[src/rtl/lre_pkg.sv]
package lre_pkg;
  typedef enum logic [1:0] {
    ST_IDLE = 2'd0,
    ST_FILL = 2'd1,
    ST_LRU  = 2'd2
  } lre_state_e;
endpackage

[src/rtl/lre_beat_seq.sv]
module lre_beat_seq #(
  parameter int BEATS = 4,
  localparam int CNT_W = $clog2(BEATS)
) (
  input  logic             clk_i,
  input  logic             rst_ni,
  input  logic             load_i,
  input  logic [CNT_W-1:0] start_i,
  input  logic             adv_i,
  output logic [CNT_W-1:0] beat_o,
  output logic             first_o,
  output logic             last_o
);
  localparam logic [CNT_W-1:0] LAST_CNT = CNT_W'(BEATS - 1);

  logic [CNT_W-1:0] cnt_q, start_q;

  always_ff @(posedge clk_i or negedge rst_ni) begin
    if (!rst_ni) begin
      cnt_q   <= '0;
      start_q <= '0;
    end else if (load_i) begin
      cnt_q   <= '0;
      start_q <= start_i;
    end else if (adv_i) begin
      cnt_q <= cnt_q + 1'b1;
    end
  end

  // power-of-two beat count: wrap is free
  assign beat_o  = start_q + cnt_q;
  assign first_o = (cnt_q == '0);
  assign last_o  = (cnt_q == LAST_CNT);

  AST_BEAT_WRAP: assert property (@(posedge clk_i) disable iff (!rst_ni)
    adv_i && !load_i && !last_o |=> beat_o == $past(beat_o) + 1'b1);
  AST_LOAD_FIRST: assert property (@(posedge clk_i) disable iff (!rst_ni)
    load_i |=> first_o && beat_o == $past(start_i));
endmodule

[src/rtl/lre_wb_buf.sv]
module lre_wb_buf #(
  parameter int ADDR_W = 32,
  parameter int TAG_W  = 19,
  parameter int IDX_W  = 8,
  parameter int BEAT_W = 64,
  parameter int BEATS  = 4,
  localparam int CNT_W  = $clog2(BEATS),
  localparam int BOFF_W = $clog2(BEAT_W / 8),
  localparam int LINE_W = BEAT_W * BEATS
) (
  input  logic              clk_i,
  input  logic              rst_ni,
  input  logic              cap_i,
  input  logic [TAG_W-1:0]  tag_i,
  input  logic [IDX_W-1:0]  set_i,
  input  logic [LINE_W-1:0] data_i,
  input  logic              drain_en_i,
  input  logic              ack_i,
  output logic              full_o,
  output logic              wr_req_o,
  output logic [ADDR_W-1:0] wr_addr_o,
  output logic [BEAT_W-1:0] wr_data_o
);
  localparam logic [CNT_W-1:0] LAST_CNT = CNT_W'(BEATS - 1);

  logic                         full_q;
  logic [TAG_W-1:0]             tag_q;
  logic [IDX_W-1:0]             set_q;
  logic [BEATS-1:0][BEAT_W-1:0] data_q;
  logic [CNT_W-1:0]             idx_q;
  logic                         drain_ack;

  assign wr_req_o  = full_q & drain_en_i;
  assign drain_ack = wr_req_o & ack_i;

  always_ff @(posedge clk_i or negedge rst_ni) begin
    if (!rst_ni) begin
      full_q <= 1'b0;
      tag_q  <= '0;
      set_q  <= '0;
      data_q <= '0;
      idx_q  <= '0;
    end else if (cap_i) begin
      full_q <= 1'b1;
      tag_q  <= tag_i;
      set_q  <= set_i;
      data_q <= data_i;
      idx_q  <= '0;
    end else if (drain_ack) begin
      idx_q <= idx_q + 1'b1;
      if (idx_q == LAST_CNT) full_q <= 1'b0;
    end
  end

  assign full_o    = full_q;
  assign wr_addr_o = {tag_q, set_q, idx_q, {BOFF_W{1'b0}}};
  assign wr_data_o = data_q[idx_q];

  AST_NO_OVERWRITE: assert property (@(posedge clk_i) disable iff (!rst_ni)
    cap_i |-> !full_q);
  AST_DRAIN_ASC: assert property (@(posedge clk_i) disable iff (!rst_ni)
    drain_ack && idx_q != LAST_CNT |=> full_q && idx_q == $past(idx_q) + 1'b1);
endmodule

[src/rtl/line_refill_engine.sv]
module line_refill_engine
  import lre_pkg::*;
#(
  parameter int ADDR_W     = 32,
  parameter int LINE_BYTES = 32,
  parameter int BEAT_BYTES = 8,
  parameter int SETS       = 256,
  parameter int WAYS       = 4,
  localparam int OFF_W  = $clog2(LINE_BYTES),
  localparam int BOFF_W = $clog2(BEAT_BYTES),
  localparam int BEATS  = LINE_BYTES / BEAT_BYTES,
  localparam int CNT_W  = $clog2(BEATS),
  localparam int BEAT_W = 8 * BEAT_BYTES,
  localparam int LINE_W = 8 * LINE_BYTES,
  localparam int IDX_W  = $clog2(SETS),
  localparam int WAY_W  = $clog2(WAYS),
  localparam int TAG_W  = ADDR_W - IDX_W - OFF_W
) (
  input  logic              clk_i,
  input  logic              rst_ni,
  input  logic              req_valid_i,
  output logic              req_ready_o,
  input  logic [ADDR_W-1:0] req_addr_i,
  input  logic [WAY_W-1:0]  req_way_i,
  input  logic              req_victim_dirty_i,
  input  logic [TAG_W-1:0]  req_victim_tag_i,
  input  logic [LINE_W-1:0] req_victim_data_i,
  input  logic              req_store_i,
  input  logic              req_prefetch_i,
  output logic              cpu_stall_o,
  output logic              crit_valid_o,
  output logic              arr_data_we_o,
  output logic [IDX_W-1:0]  arr_set_o,
  output logic [WAY_W-1:0]  arr_way_o,
  output logic [CNT_W-1:0]  arr_beat_o,
  output logic [BEAT_W-1:0] arr_data_o,
  output logic              arr_tag_we_o,
  output logic [TAG_W-1:0]  arr_tag_o,
  output logic              arr_valid_o,
  output logic              arr_dirty_o,
  output logic              lru_upd_o,
  output logic [IDX_W-1:0]  lru_set_o,
  output logic [WAY_W-1:0]  lru_way_o,
  output logic              mem_req_o,
  output logic              mem_we_o,
  output logic [ADDR_W-1:0] mem_addr_o,
  output logic [BEAT_W-1:0] mem_wdata_o,
  input  logic              mem_ack_i,
  input  logic [BEAT_W-1:0] mem_rdata_i
);
  lre_state_e        state_q;
  logic [TAG_W-1:0]  tag_q;
  logic [IDX_W-1:0]  set_q;
  logic [WAY_W-1:0]  way_q;
  logic              store_q, pf_q;
  logic              accept, fill_ack;
  logic [CNT_W-1:0]  beat;
  logic              first, last;
  logic              wb_full, wb_req;
  logic [ADDR_W-1:0] wb_addr;
  logic [BEAT_W-1:0] wb_data;
  logic              unused_addr_bits;

  assign unused_addr_bits = ^req_addr_i[BOFF_W-1:0];

  assign req_ready_o = (state_q == ST_IDLE) & ~wb_full;
  assign accept      = req_valid_i & req_ready_o;
  assign fill_ack    = (state_q == ST_FILL) & mem_ack_i;

  always_ff @(posedge clk_i or negedge rst_ni) begin
    if (!rst_ni) begin
      state_q <= ST_IDLE;
      tag_q   <= '0;
      set_q   <= '0;
      way_q   <= '0;
      store_q <= 1'b0;
      pf_q    <= 1'b0;
    end else begin
      case (state_q)
        ST_IDLE: if (accept) begin
          state_q <= ST_FILL;
          tag_q   <= req_addr_i[ADDR_W-1 -: TAG_W];
          set_q   <= req_addr_i[OFF_W +: IDX_W];
          way_q   <= req_way_i;
          store_q <= req_store_i;
          pf_q    <= req_prefetch_i;
        end
        ST_FILL: if (fill_ack && last) state_q <= ST_LRU;
        ST_LRU:  state_q <= ST_IDLE;
        default: state_q <= ST_IDLE;
      endcase
    end
  end

  lre_beat_seq #(.BEATS(BEATS)) u_seq (
    .clk_i   (clk_i),
    .rst_ni  (rst_ni),
    .load_i  (accept),
    .start_i (req_addr_i[BOFF_W +: CNT_W]),
    .adv_i   (fill_ack),
    .beat_o  (beat),
    .first_o (first),
    .last_o  (last)
  );

  // victim parked at acceptance; drains only once the fill and LRU update are done
  lre_wb_buf #(
    .ADDR_W (ADDR_W),
    .TAG_W  (TAG_W),
    .IDX_W  (IDX_W),
    .BEAT_W (BEAT_W),
    .BEATS  (BEATS)
  ) u_wb (
    .clk_i      (clk_i),
    .rst_ni     (rst_ni),
    .cap_i      (accept & req_victim_dirty_i),
    .tag_i      (req_victim_tag_i),
    .set_i      (req_addr_i[OFF_W +: IDX_W]),
    .data_i     (req_victim_data_i),
    .drain_en_i (state_q == ST_IDLE),
    .ack_i      (mem_ack_i),
    .full_o     (wb_full),
    .wr_req_o   (wb_req),
    .wr_addr_o  (wb_addr),
    .wr_data_o  (wb_data)
  );

  assign mem_req_o   = (state_q == ST_FILL) | wb_req;
  assign mem_we_o    = wb_req;
  assign mem_addr_o  = (state_q == ST_FILL) ? {tag_q, set_q, beat, {BOFF_W{1'b0}}} : wb_addr;
  assign mem_wdata_o = wb_data;

  assign arr_data_we_o = fill_ack;
  assign arr_set_o     = set_q;
  assign arr_way_o     = way_q;
  assign arr_beat_o    = beat;
  assign arr_data_o    = mem_rdata_i;
  assign arr_tag_we_o  = fill_ack & last;
  assign arr_tag_o     = tag_q;
  assign arr_valid_o   = 1'b1;
  assign arr_dirty_o   = store_q;

  assign crit_valid_o = fill_ack & first;
  assign cpu_stall_o  = (state_q == ST_FILL) & first & ~pf_q;

  assign lru_upd_o = (state_q == ST_LRU);
  assign lru_set_o = set_q;
  assign lru_way_o = way_q;

  AST_WB_AFTER_FILL: assert property (@(posedge clk_i) disable iff (!rst_ni)
    mem_we_o |-> state_q == ST_IDLE);
  AST_CRIT_ONCE: assert property (@(posedge clk_i) disable iff (!rst_ni)
    crit_valid_o |-> arr_data_we_o ##1 !crit_valid_o);
  AST_LRU_AFTER_TAG: assert property (@(posedge clk_i) disable iff (!rst_ni)
    arr_tag_we_o |=> lru_upd_o && !mem_req_o);
  AST_READY_BLOCK: assert property (@(posedge clk_i) disable iff (!rst_ni)
    wb_full |-> !req_ready_o);
  AST_STALL_DEMAND: assert property (@(posedge clk_i) disable iff (!rst_ni)
    cpu_stall_o |-> !pf_q && !lru_upd_o);
  AST_HOLD_BEAT: assert property (@(posedge clk_i) disable iff (!rst_ni)
    mem_req_o && !mem_ack_i |=> mem_req_o && $stable(mem_addr_o) && $stable(mem_we_o));
endmodule

[config.mk]
export PLATFORM = sky130hd
export DESIGN_NAME = line_refill_engine
export DESIGN_NICKNAME = d
export VERILOG_FILES = /design/src/rtl/lre_pkg.sv /design/src/rtl/lre_beat_seq.sv /design/src/rtl/lre_wb_buf.sv /design/src/rtl/line_refill_engine.sv
export SDC_FILE = /design/constraint.sdc
export NUM_CORES = 1
export LEC_CHECK = 0
export ABC_CLOCK_PERIOD_IN_PS = 2200
export CELL_PAD_IN_SITES_DETAIL_PLACEMENT = 0
export CELL_PAD_IN_SITES_GLOBAL_PLACEMENT = 1
export CORE_AREA = 2 2 228 230
export DETAILED_ROUTE_END_ITERATION = 8
export DIE_AREA = 0 0 230 232
export PLACE_DENSITY_LB_ADDON = 0.1
export SLEW_MARGIN = 20
export SYNTH_ARGS = -nofsm -noshare
export SYNTH_HDL_FRONTEND = slang
export SYNTH_HIERARCHICAL = 1
export SYNTH_SLANG_ARGS = --single-unit
[constraint.sdc]
create_clock -name clk_i -period 2.2 [get_ports clk_i]
set_input_delay 0.33 -clock clk_i [delete_from_list [all_inputs] [get_ports clk_i]]
set_output_delay 0.33 -clock clk_i [all_outputs]
set_load 0.01 [all_outputs]
# Yosys cells after proc, flatten, opt, wreduce, memory -nomap -nowiden
# Index checks and enable logic that the tools add are counted.
[op_classes] reduce_logical=9 mul=0 muxes=13 add_sub_neg=3 order_cmp=1 div_mod_pow=0 n_eq_ne=6 n_shift=0 bitwise_logic=13
[op_table] operator="64-bit binary-select mux with 2-bit select" count=1
[op_table] operator="64-bit 2-to-1 mux" count=1
[op_table] operator="32-bit 2-to-1 mux" count=1
[op_table] operator="2-bit 2-to-1 mux" count=6
[op_table] operator="1-bit bitwise AND" count=10
[op_table] operator="2-bit == test, second input constant" count=3
[op_table] operator="2-bit AND reduction" count=3
[op_table] operator="2-bit nonzero test" count=3
[op_table] operator="2-bit by 1-bit adder with 2-bit output, second input constant" count=2
[op_table] operator="2-bit zero test" count=2
[op_table] operator="2-bit inequality test, second input constant" count=2
[op_table] operator="2-bit one-hot mux with 2 select lines" count=1
[op_table] operator="2-bit by 3-bit < comparator with 1-bit output, second input constant" count=1
[op_table] operator="1-bit 2-to-1 mux" count=3
[op_table] operator="2-bit adder" count=1
[op_table] operator="2-bit by 1-bit == test with 1-bit output, second input constant" count=1
[op_table] operator="1-bit inverter" count=2
[op_table] operator="1-bit logical AND" count=1
[op_table] operator="1-bit bitwise OR" count=1
[totals] latch_bits=0 n_memories=0 out_inout_bits=211 elab_cells=61 mem_bits_ro=0 ff_bits=323 ramBits=0

# Longest topological paths before layout
[depth] ltp_word=6 depth_mapped=8 mapped_depth_nobuf=4

# Hierarchy
# The synthesis kept the hierarchy.
[modules_own_cells] module="lre_wb_buf" instances=1 area_each_um2=12215.5 cells_per_inst=694 seq_area_each_um2=7156.9
[modules_own_cells] module="line_refill_engine" instances=1 area_each_um2=2269.7 cells_per_inst=194 seq_area_each_um2=825.8
[modules_own_cells] module="lre_beat_seq" instances=1 area_each_um2=211.5 cells_per_inst=17 seq_area_each_um2=100.1

# Least setup slack after synthesis
# No wires, ideal clock.
[synth_timing] kind="flip-flop to flip-flop" from="register state_q[0]" to="register u_wb/data_q[0] (netlist bit)" t_arrival_ns=2.054 synth_period_minus_slack_ns=2.179 path_stages_with_launch=8 setup_time_ns=0.125 path_slack_ns=0.021 t_required_ns=2.075 n_path_buf=4 cell_sequence="dfrtp_1 -> nor4b_4 -> buf_6 -> and2_1 -> buf_2 -> buf_2 -> buf_4 -> mux2_2"
[synth_via] elab_chain_cells=4
[synth_lines] element="start, declared" line_no="line_refill_engine.sv:51" text="lre_state_e state_q;"
[synth_lines] element="start signal, assigned" line_no="line_refill_engine.sv:72" text="state_q <= ST_IDLE;"
[synth_lines] element="start signal, assigned" line_no="line_refill_engine.sv:81" text="state_q <= ST_FILL;"
[synth_lines] element="start signal, assigned" line_no="line_refill_engine.sv:88" text="ST_FILL: if (fill_ack && last) state_q <= ST_LRU;"
[synth_lines] element="2-bit zero test" line_no="line_refill_engine.sv:66" text="assign req_ready_o = (state_q == ST_IDLE) & ~wb_full;"
[synth_lines] element="1-bit bitwise AND" line_no="line_refill_engine.sv:66"
[synth_lines] element="1-bit bitwise AND" line_no="line_refill_engine.sv:67" text="assign accept = req_valid_i & req_ready_o;"
[synth_lines] element="via accept" line_no="line_refill_engine.sv:56" text="logic accept, fill_ack;"
[synth_lines] element="1-bit bitwise AND" line_no="line_refill_engine.sv:116" text=".cap_i (accept & req_victim_dirty_i),"
[synth_lines] element="end signal, assigned" line_no="lre_wb_buf.sv:47" text="data_q <= data_i;"
[synth_lines] element="end, declared" line_no="lre_wb_buf.sv:29" text="logic [BEATS-1:0][BEAT_W-1:0] data_q;"
# The timed path passes the listed nets, and every way through them passes these cells.
# A chain may end at the register's enable or synchronous reset.

# Worst setup path after layout
[layout_timing] from="register u_wb.idx_q[0]" to="output port mem_wdata_o[4]"
[layout_via] elab_chain_cells=2
[layout_lines] element="start, declared" line_no="lre_wb_buf.sv:30" text="logic [CNT_W-1:0] idx_q;"
[layout_lines] element="start signal, assigned" line_no="lre_wb_buf.sv:50" text="idx_q <= idx_q + 1'b1;"
[layout_lines] element="64-bit binary-select mux with 2-bit select" line_no="lre_wb_buf.sv:57" text="assign wr_data_o = data_q[idx_q];"
[layout_lines] element="64-bit 2-to-1 mux (implied by the code)" line_no="lre_wb_buf.sv:57"
[layout_lines] element="end, declared" line_no="line_refill_engine.sv:47" text="output logic [BEAT_W-1:0] mem_wdata_o,"
# No other way between the ends. The select of a mux whose other input is x is not followed.

==> flow_metrics.tcl <==
set metrics [dict create \
    drtIter0Drc 238 \
    multi_input_area_mm2 0.00576 \
    finish.utilization_pct 42.7 \
    synth_top_area_share_pct 55.0 \
    cts_buffers 40 \
    antenna_found_initial 13 \
    final-setup-viol-count 69 \
    whs_ns 0.341 \
    synthDistinctLibCells 27 \
    ff_latch_area_mm2 0.00809 \
    m1WireLength_mm 18.0 \
    layout_commonest_cell "clkdlybuf4s50_1" \
    port_buffers 455 \
    die-area_mm2 0.0534 \
    grt_pass1_wl_mm 65.3 \
    violations "setup timing" \
    core_region_area_mm2 0.0509 \
    power.density_mw_per_mm2 1510 \
    num_vias 9219 \
    stdcell_count 2064 \
    yosys_warnings 6 \
    cp_common_cell "buf_12" \
    path_buf_inv 3 \
    cp_top_family "flip-flops" \
    netlist_instances 905 \
    clock-sinks 323 \
    post-route-period-util_pct 109 \
    gp_congestion 0.726 \
    drive_gt1_share_pct 47.5 \
    ys_async_sr_fraction_pct 100 \
    chipHeight_um 232 \
    wl_met2_mm 20.9 \
    critical_path.max_stage_delay_ns 0.54 \
    cpMaxStageDelayCell "dfrtp_4" \
    routed.top_layer "met5" \
    dp_hpwl_mm 30.4 \
    grt_start_max_net_pins 62 \
    path_class "reg2out" \
    worst_slack_ns -0.208 \
    p_leak_nw 9.11 \
    worstPathArrival_ns 2.08 \
    hold_violations 0 \
    via_per_inst 4.47 \
    maxCapViolations 0 \
    drc_errors 0 \
    min_path_type "in2async" \
    placementRows 83 \
    cts_buffer_depth 3 \
    critPathMaxFanout 7 \
    synth_area_per_cell_um2 16.2 \
    drv_slew 0 \
    wl_met3_mm 3.64 \
    tightest_slew_ns 0.537 \
    wl_per_cell_um 21.1 \
    drtAntennaViolNets 0 \
    max_freq_ghz 0.415 \
    start_util_pct 28.9 \
    drt_first_pass_iters 4 \
    dp_cells 1957 \
    synth_edf_count 0 \
    final_net_count 1736 \
    yosysSeqAreaShare_pct 55.0 \
    grt_overflow 0 \
    area_growth_pct 47.9 \
    ys_ff_latch 323 \
    synth_top_area_cell "dfrtp_1" \
    clk_pin_slew_ns 0.06 \
    setup_tns_ns -8.56 \
    cp-end-kind "primary output" \
    cts-root-buf "clkbuf_16" \
    crit_path_start_kind "flop" \
    finalClockSkew_ns 0.00889 \
    rsz0062_at_grt "yes" \
    fillCellCount 4726 \
    worstSkewPairLatency_ns 0.55 \
    layout_common_cells "351 x clkdlybuf4s50_1, 321 x dfrtp_1, 318 x mux2_2, 105 x buf_6, 64 x mux4_2" \
    ir_drop_uv 613 \
    relSlewSlack_pct 64.2 \
    period_minus_slack_ns 2.41 \
    grt_pass1_vias 10400 \
    syn-cell-area_mm2 0.0147 \
    synth_flop_cell "dfrtp_1" \
    h-tree-depth 2 \
    io_pins 591 \
    required_ns 1.87 \
    yosys-top-cells-area "dfrtp_1 55%, mux2_2 26%, mux4_2 9.8%, buf_4 5.3%, buf_6 0.77%" \
    grt_usage_pct 16.2 \
    status "complete, but fails checks" \
    drt_wl_total_mm 43.6 \
    dieWidth_um 230 \
    tritoncts "built" \
    cp_cell_sequence "buf_12, buf_12, mux4_2, buf_6" \
]
sequential cells by signal, indices dropped and copies added (netlist names), 2 cells and up:
signal,count
u_wb/tag_q,19
arr_way_o,2
u_seq/start_q,2
arr_tag_o,19
u_wb/data_q,256
arr_set_o,8
u_wb/idx_q,2
u_seq/cnt_q,2
u_wb/set_q,8
state_q,2
through the flow:
stage	setup WS [ns]	power, mW	area [µm²]
5_1_grt	-0.283	34.9	21700
4_1_cts	-0.318	32.7	21500
2_1_floorplan	0.0210	18.2	14700
6_report	-0.208	32.8	21700
3_5_place_dp	-0.00565	25.0	19800
3_3_place_gp	-0.00117	24.9	19800
layout make-up:
cell class / instances / area share, %
timing repair buffer: 534 / 26.4
multi-input combinational: 451 / 26.5
antenna: 4 / 0.0461
clock buffer: 65 / 5.78
inverter: 2 / 0.0345
clock inverter: 5 / 0.115
tap: 680 / 3.91
sequential: 323 / 37.2
power by group:
group / internal [mW] / switching [mW]
registers: 8.93 / 1.62
logic: 10.2 / 5.70
clock network: 3.87 / 2.51
total: 23.0 / 9.83
layer usage:
metal	track usage, %	vias up
li1	-	4113
met1	19.8	4686
met2	26.5	327
met3	6.35	75
met4	4.88	18
met5	0	-
synthesized netlist by cell type, types with 3 or more instances:
library cell  instances
mux2_2              344
dfrtp_1             323
buf_4               104
mux4_2               64
buf_2                15
buf_6                10
nor2b_1               6
and3_1                4
ha_1                  4
nor2_1                4
and2_1                3
xnor2_1               3
logic make-up (layout without fill, tap and decap cells):
kind of cell | after synthesis | count (layout) | share of synthesized area (%)
AOI/OAI and AO/OA | 3 | 3 | 0.153
xor gates and xnor gates | 3 | 3 | 0.179
adders and majority gates | 4 | 4 | 0.341
buffers and inverters | 133 | 606 | 6.69
DFF | 323 | 323 | 55.0
muxes | 412 | 412 | 36.5
other | 2 | 8 | 0.0511
and+or+nand+nor | 25 | 25 | 1.13
final timing paths:
kind / startpoint / slack (ns) / endpoint / depth (start not counted)
min reg2reg: pf_q$_DFFE_PN0P_ / 0.50 / pf_q$_DFFE_PN0P_ / 1
min in group clk_i: req_victim_data_i[181] / 0.39 / u_wb/data_q[181]$_DFFE_PN0P_ / 2
max reg2reg: state_q[1]$_DFFE_PN0P_ / 0.15 / u_wb/data_q[76]$_DFFE_PN0P_ / 7
min: rst_ni / 0.34 / u_seq/cnt_q[1]$_DFFE_PN0P_ / 2
max: u_wb/idx_q[0]$_DFFE_PN0P_ / -0.21 / mem_wdata_o[4] / 4
max in group asynchronous: rst_ni / 1.03 / u_wb/data_q[45]$_DFFE_PN0P_ / 3
what timing repair did:
| action | 4_1_cts | 5_1_grt |
|---|---|---|
| buffers inserted | 27 | 2 |
| hold endpoints to repair | 42 | 0 |
| pin swaps | 1 | 0 |
| resized for setup | 511 | 81 |
| setup endpoints to repair | 102 | 93 |
| gates cloned | 7 | 1 |
| hold buffers | 1 | 0 |
(Power assumes the default switching activity.)
